--- config.mk ---
export PLATFORM = sky130hd
export DESIGN_NAME = bcd_seg_decoder
export DESIGN_NICKNAME = d
export VERILOG_FILES = /design/src/rtl/bcd_seg_pkg.sv /design/src/rtl/bcd_seg_ctrl.sv /design/src/rtl/bcd_seg_path.sv /design/src/rtl/bcd_seg_decoder.sv
export SDC_FILE = /design/constraint.sdc
export NUM_CORES = 1
export LEC_CHECK = 0
export BUFFER_PORTS_ARGS = -buffer_cell sky130_fd_sc_hd__buf_2
export CAP_MARGIN = 20
export CORE_AREA = 2 2 39 41
export DETAILED_ROUTE_END_ITERATION = 10
export DIE_AREA = 0 0 41 43
export GPL_ROUTABILITY_DRIVEN = 1
export PLACE_DENSITY = 0.49
export SETUP_SLACK_MARGIN = 0.1
export SYNTH_ARGS = -nofsm -noshare
export SYNTH_HDL_FRONTEND = slang
export SYNTH_HIERARCHICAL = 1
export SYNTH_SLANG_ARGS = --single-unit
export TNS_END_PERCENT = 5
--- constraint.sdc ---
create_clock -name vclk -period 1.45
set_clock_uncertainty 0.15 [all_clocks]
set_input_delay 0.145 -clock vclk [all_inputs]
set_output_delay 0.145 -clock vclk [all_outputs]
set_load 0.05 [all_outputs]
--- src/rtl/bcd_seg_pkg.sv ---
package bcd_seg_pkg;
  localparam int DIGIT_W = 4;
  localparam int SEG_N   = 7;
  localparam int DIGIT_MAX = 9;

  // strobes from the control path to the segment datapath
  typedef struct packed {
    logic darkAll;   // drive every segment off
    logic lampAll;   // drive every segment on
  } segCtrl_t;
endpackage

--- src/rtl/bcd_seg_ctrl.sv ---
module bcd_seg_ctrl
  import bcd_seg_pkg::*;
(
  input  logic [DIGIT_W-1:0] bcdIn,
  input  logic               lampTestN,
  input  logic               blankInN,
  input  logic               rippleInN,
  output segCtrl_t           ctrl,
  output logic               rippleOutN
);
  logic isZero;
  logic zeroSuppress;

  always_comb begin
    isZero       = (bcdIn == '0);
    // priority: forced blank, then lamp test, then ripple blank
    zeroSuppress = blankInN && lampTestN && !rippleInN && isZero;
    ctrl.darkAll = !blankInN || zeroSuppress;
    ctrl.lampAll = blankInN && !lampTestN;
    rippleOutN   = !zeroSuppress;
  end
endmodule

--- src/rtl/bcd_seg_path.sv ---
module bcd_seg_path
  import bcd_seg_pkg::*;
(
  input  logic [DIGIT_W-1:0] bcdIn,
  input  segCtrl_t           ctrl,
  output logic [SEG_N-1:0]   segN
);
  logic [SEG_N-1:0] litMask;   // 1 = segment glows, bit0 = a
  logic [SEG_N-1:0] litFinal;

  always_comb begin
    unique case (bcdIn)
      4'd0:    litMask = 7'b0111111;
      4'd1:    litMask = 7'b0000110;
      4'd2:    litMask = 7'b1011011;
      4'd3:    litMask = 7'b1001111;
      4'd4:    litMask = 7'b1100110;
      4'd5:    litMask = 7'b1101101;
      4'd6:    litMask = 7'b1111101;
      4'd7:    litMask = 7'b0000111;
      4'd8:    litMask = 7'b1111111;
      4'd9:    litMask = 7'b1101111;
      default: litMask = '0;   // codes above nine stay dark
    endcase
    if (ctrl.darkAll)      litFinal = '0;
    else if (ctrl.lampAll) litFinal = '1;
    else                   litFinal = litMask;
  end

  // per-segment active-LOW output stage
  for (genvar s = 0; s < SEG_N; s++) begin : gDrive
    assign segN[s] = ~litFinal[s];
  end
endmodule

--- src/rtl/bcd_seg_decoder.sv ---
module bcd_seg_decoder
  import bcd_seg_pkg::*;
(
  input  logic [3:0] bcdIn,
  input  logic       lampTestN,
  input  logic       blankInN,
  input  logic       rippleInN,
  output logic [6:0] segN,
  output logic       rippleOutN
);
  segCtrl_t ctrl;

  bcd_seg_ctrl uCtrl (
    .bcdIn(bcdIn), .lampTestN(lampTestN), .blankInN(blankInN),
    .rippleInN(rippleInN), .ctrl(ctrl), .rippleOutN(rippleOutN)
  );

  bcd_seg_path uPath (
    .bcdIn(bcdIn), .ctrl(ctrl), .segN(segN)
  );
endmodule

After elaboration in Yosys (flattened, before gate mapping). Memory sizes are Yosys's and may differ from the RTL's. Cells that the tools add are included.

$lt $le $gt $ge: 0. Muxes and demuxes: 2. Shifts and indexed selects: 0. Reductions and logical operators: 10. Bitwise logic cells: 7. Equality and inequality tests: 0. Multipliers: 0. $add $sub $neg: 0. Div/mod/pow operators: 0.

Operators with widths (number): $mux W7 (2); $not A1 Y1 (7); $logic_and A1 B1 Y1 (4); $logic_not A1 Y1 (4); $logic_not A4 Y1 (1); $logic_or A1 B1 Y1 (1).

Bits in latches: 0. Memory bits (read-only): 112. Memories kept: 1. Bits in registers: 0. Bits in writable memories: 0.

Memories: (no name shown) (depth 16, width 7, rd ports 1, clocked after memory_dff 0, write ports 0, RTL line bcd_seg_path.sv:12) `unique case (bcdIn)`.

Longest topological paths before layout.
Depth in word-level cells: 6. Gate-level depth with buffers: 5. Gate-level depth less buffers: 5.

By module. Netlist, hierarchy kept.

By module, submodules not included: bcd_seg_path (instances 1, seq. area each 0.0 sq um, cells each 32, area each 215.2 sq um); bcd_seg_ctrl (instances 1, seq. area each 0.0 sq um, cells each 6, area each 38.8 sq um).

Least setup slack after synthesis. No wires, ideal clock.

Kind: input port to output port. From: in bcdIn[0]. To: out segN[4]. Setup slack: -0.450 ns. Arrival: 1.605 ns. Required time: 1.155 ns. Buffers on the path: 0. Cell stages on the path: 5. Cell sequence: inv_1 -> ha_1 -> inv_1 -> o22ai_1 -> o21ai_0.

Cells in the longest elaborated chain, start to end: 5. Elaborated cells on any way between the ends: 7. Classes of those cells: 2 x mux; 1 x bitwise; 3 x reduce/logical; 1 x memory.

RTL lines: start, declared (RTL line bcd_seg_decoder.sv:4) `input logic [3:0] bcdIn,`; branches (longest 3 deep; another with $mem_v2 Z16 W7); $mux W7 * (RTL line bcd_seg_path.sv:25) `if (ctrl.darkAll) litFinal = '0;`; $not A1 Y1 * (RTL line bcd_seg_path.sv:32) `assign segN[s] = ~litFinal[s];`; end, declared (RTL line bcd_seg_decoder.sv:8) `output logic [6:0] segN,`.

Mark *: on every way between the ends.

Final worst setup path.
From: in bcdIn[0]. To: out segN[5].

Same word-level chain as after synthesis.

==> results.json <==
{
  "top_usage_layer": "met2",
  "seq_area_sq_um": 0,
  "dieArea_sq_um": 1760,
  "ys_top_cells_by_area": "sky130_fd_sc_hd__ha_1 30%, sky130_fd_sc_hd__inv_1 12%, sky130_fd_sc_hd__a21oi_1 9.9%",
  "drc_errors": 0,
  "fin_cells": 79,
  "vias": 351,
  "crit_required_ns": 1.15,
  "gr-total-overflow": 0,
  "post_synthesis_adder_cell_area_fraction_pct": 29.6,
  "flops_and_latches": 0,
  "port_buffers": 15,
  "fp.coreArea_sq_um": 1380,
  "multiInputGateArea_sq_um": 339,
  "timing.final.ws_setup_ns": -0.0922,
  "finalSetupViolCount": 7,
  "finalCoreUtilization_pct": 42.9,
  "timing.hold.worst_path_depth": 3,
  "synth_top_family_by_area": "adder cells",
  "detail_route.vias_per_cell": 4.44,
  "grt_pass1_wl_um": 1380,
  "cts_setup_buffers": 0,
  "critPathCaptureType": "output port",
  "report.final.slew_viol_count": 0,
  "global_route.usage.met2_pct": 19.7,
  "post-synth-top-area-fraction_pct": 29.6,
  "min-delay-path-class": "primary input to output port",
  "postSynthNetCount": 51,
  "io_pins": 15,
  "peakVddDrop_mv": 0.166,
  "final_cycle_share_pct": 106,
  "post-route-cell-area_sq_um": 594,
  "cp_max_fo": 3,
  "share_of_the_synthesized_area_in_compound_gates_ao_oa_aoi_oai_pct": 27.1,
  "groute.layer.met1.usage_pct": 13.3,
  "arrival_ns": 1.25,
  "final_period_minus_worst_setup_slack_ns": 1.54,
  "timing.max_cap.violations": 0,
  "yosysWarningCount": 6,
  "drt_pre_antenna_iters": 2,
  "ratio_of_cells_with_drive_above_1_in_the_final_layout_pct": 63.5,
  "post_synth_and_or_nand_nor_area_fraction_pct": 24.1,
  "hold_ws_ns": 0.530,
  "mappedNetlistArea_sq_um": 254,
  "worst_hold_path.endpoint": "rippleOutN",
  "number_of_placement_rows": 14,
  "ant_nets": 0,
  "rsz0062_at_grt": "true",
  "first_global_vias": 355,
  "dpl-instance-area_sq_um": 499,
  "initial_core_util_pct": 18.4,
  "fillers": 147,
  "postRouteWirelength_um": 849,
  "place_congestion": 0.755,
  "syn_area_per_cell_sq_um": 6.68,
  "slew_at_the_pin_closest_to_its_max_slew_limit_ns": 0.291,
  "timing.slew.headroom_pct": 80.5,
  "synth.area.mux_share_pct": 3.94,
  "p_leak_nw": 0.267,
  "synth-xor-area-share_pct": 3.45,
  "antenna_violations_before_repair": 0,
  "synth_seq_area_share_pct": 0,
  "fmax_ghz": 0.648,
  "grt_max_degree": 8,
  "placed_cells": 79,
  "groute.layer.met3.usage_pct": 0,
  "post_cts_hold_buffer_count": 0,
  "hpwl_um": 654,
  "area_growth_pct": 134,
  "die_width_um": 41,
  "avgRoutedWirePerCell_um": 10.7,
  "die_h_um": 43,
  "violations": "setup timing",
  "nClkBuffers": 0,
  "crit_path_start_kind": "primary input",
  "global_route.usage.total_pct": 10.5,
  "mapped_cells": 38,
  "dr_iter_0_viols": 2,
  "diodes": 0,
  "yosys.area.top_type": "sky130_fd_sc_hd__ha_1",
  "timing_worst_setup_path_type": "primary input to output port",
  "power_per_cell_area_nw_per_um2": 410,
  "finish.net_count": 78,
  "netlist-cell-type-count": 18,
  "outcome": "finished with violations",
  "hold_startpoint": "blankInN",
  "hold_viol_final": 0
}
==> routing by layer <==
metal	wire length, um	vias up	part of all wire, %
met5	0	-	0
met3	40	0	4.7
met1	342	164	40
met2	466	8	55
li1	-	179	-
met4	0	0	0
==> synth_stat cells <==
library cell and count:
sky130_fd_sc_hd__nor2_1 3, sky130_fd_sc_hd__nor4_2 1, sky130_fd_sc_hd__o22ai_1 1, sky130_fd_sc_hd__o21ai_0 1
sky130_fd_sc_hd__nand2_1 3, sky130_fd_sc_hd__ha_1 6, sky130_fd_sc_hd__a21boi_1 1, sky130_fd_sc_hd__mux2i_1 1
sky130_fd_sc_hd__or2b_1 1, sky130_fd_sc_hd__xnor2_1 1, sky130_fd_sc_hd__a31o_1 1, sky130_fd_sc_hd__o21a_2 1
sky130_fd_sc_hd__o31ai_1 1, sky130_fd_sc_hd__inv_1 8, sky130_fd_sc_hd__nor3b_1 1, sky130_fd_sc_hd__a21oi_1 5
sky130_fd_sc_hd__nand4_1 1, sky130_fd_sc_hd__nor3_1 1
==> critical path, stage by stage <==
cell and delay (ns):
sky130_fd_sc_hd__buf_2 0.12, sky130_fd_sc_hd__buf_4 0.14, sky130_fd_sc_hd__inv_4 0.04, sky130_fd_sc_hd__buf_4 0.13, sky130_fd_sc_hd__ha_1 0.19, sky130_fd_sc_hd__inv_2 0.08, sky130_fd_sc_hd__mux2i_4 0.08, sky130_fd_sc_hd__a21oi_4 0.15
sky130_fd_sc_hd__buf_6 0.17
==> how the worst max path moves through the flow <==
stage / startpoint / end / slack, ns / depth (start not counted)
after floorplan: bcdIn[0] / segN[4] / -0.07 / 5
after detailed placement: bcdIn[0] / segN[1] / -0.28 / 7
after CTS: rippleInN / segN[1] / -0.10 / 7
after global placement: bcdIn[0] / segN[1] / -0.27 / 7
final: bcdIn[0] / segN[5] / -0.09 / 9
after global routing: rippleInN / segN[1] / -0.16 / 7
==> placed cells by master, fill, tap and decap left out <==
cell type	n
sky130_fd_sc_hd__buf_4	11
sky130_fd_sc_hd__buf_6	8
sky130_fd_sc_hd__buf_2	6
sky130_fd_sc_hd__inv_1	5
sky130_fd_sc_hd__a21oi_4	5
sky130_fd_sc_hd__ha_1	5
sky130_fd_sc_hd__nand2_1	3
sky130_fd_sc_hd__nor2_1	2
sky130_fd_sc_hd__inv_2	2
sky130_fd_sc_hd__nor4_4	1
sky130_fd_sc_hd__nand4_1	1
sky130_fd_sc_hd__a31o_1	1
sky130_fd_sc_hd__nor3_1	1
sky130_fd_sc_hd__xnor2_1	1
sky130_fd_sc_hd__o31ai_2	1
sky130_fd_sc_hd__inv_4	1
sky130_fd_sc_hd__nor2_2	1
sky130_fd_sc_hd__a21boi_4	1
sky130_fd_sc_hd__nor3b_1	1
sky130_fd_sc_hd__o21a_4	1
sky130_fd_sc_hd__or2b_1	1
sky130_fd_sc_hd__o22ai_1	1
sky130_fd_sc_hd__o21ai_1	1
sky130_fd_sc_hd__mux2i_4	1
sky130_fd_sc_hd__ha_4	1
==> what timing repair did <==
| item | CTS | global route |
|---|---|---|
| pin swaps | 4 | 1 |
| resized for setup | 25 | 0 |
| endpoints found under the setup margin | 7 | 7 |
==> stage by stage <==
step | total power [mW] | setup WS [ns] | setup TNS [ns]
after floorplan | 0.136 | -0.0728 | -0.403
after global routing | 0.259 | -0.163 | -0.976
after global placement | 0.202 | -0.267 | -1.56
final | 0.244 | -0.0922 | -0.534
after detailed placement | 0.202 | -0.282 | -1.67
after CTS | 0.244 | -0.101 | -0.575
==> cell type report <==
| type | count | share of cell area, % |
|---|---|---|
| timing repair buffer | 25 | 34.1 |
| inverter | 8 | 5.47 |
| multi-input combinational | 30 | 57.1 |
| tap | 16 | 3.37 |
==> cells by family (layout without fill, tap and decap cells) <==
logic type | Yosys count | count (layout)
fa+ha+maj | 6 | 6
compound gates | 11 | 11
buf+inv | 8 | 33
mux | 1 | 1
xor+xnor | 1 | 1
simple gates | 11 | 11
==> power breakdown <==
part	leakage, nW	internal, mW	switching [mW]
logic	0.267	0.102	0.142
clock network	0	0	0
registers	0	0	0
total	0.267	0.102	0.142
(Power assumes the default switching activity.)
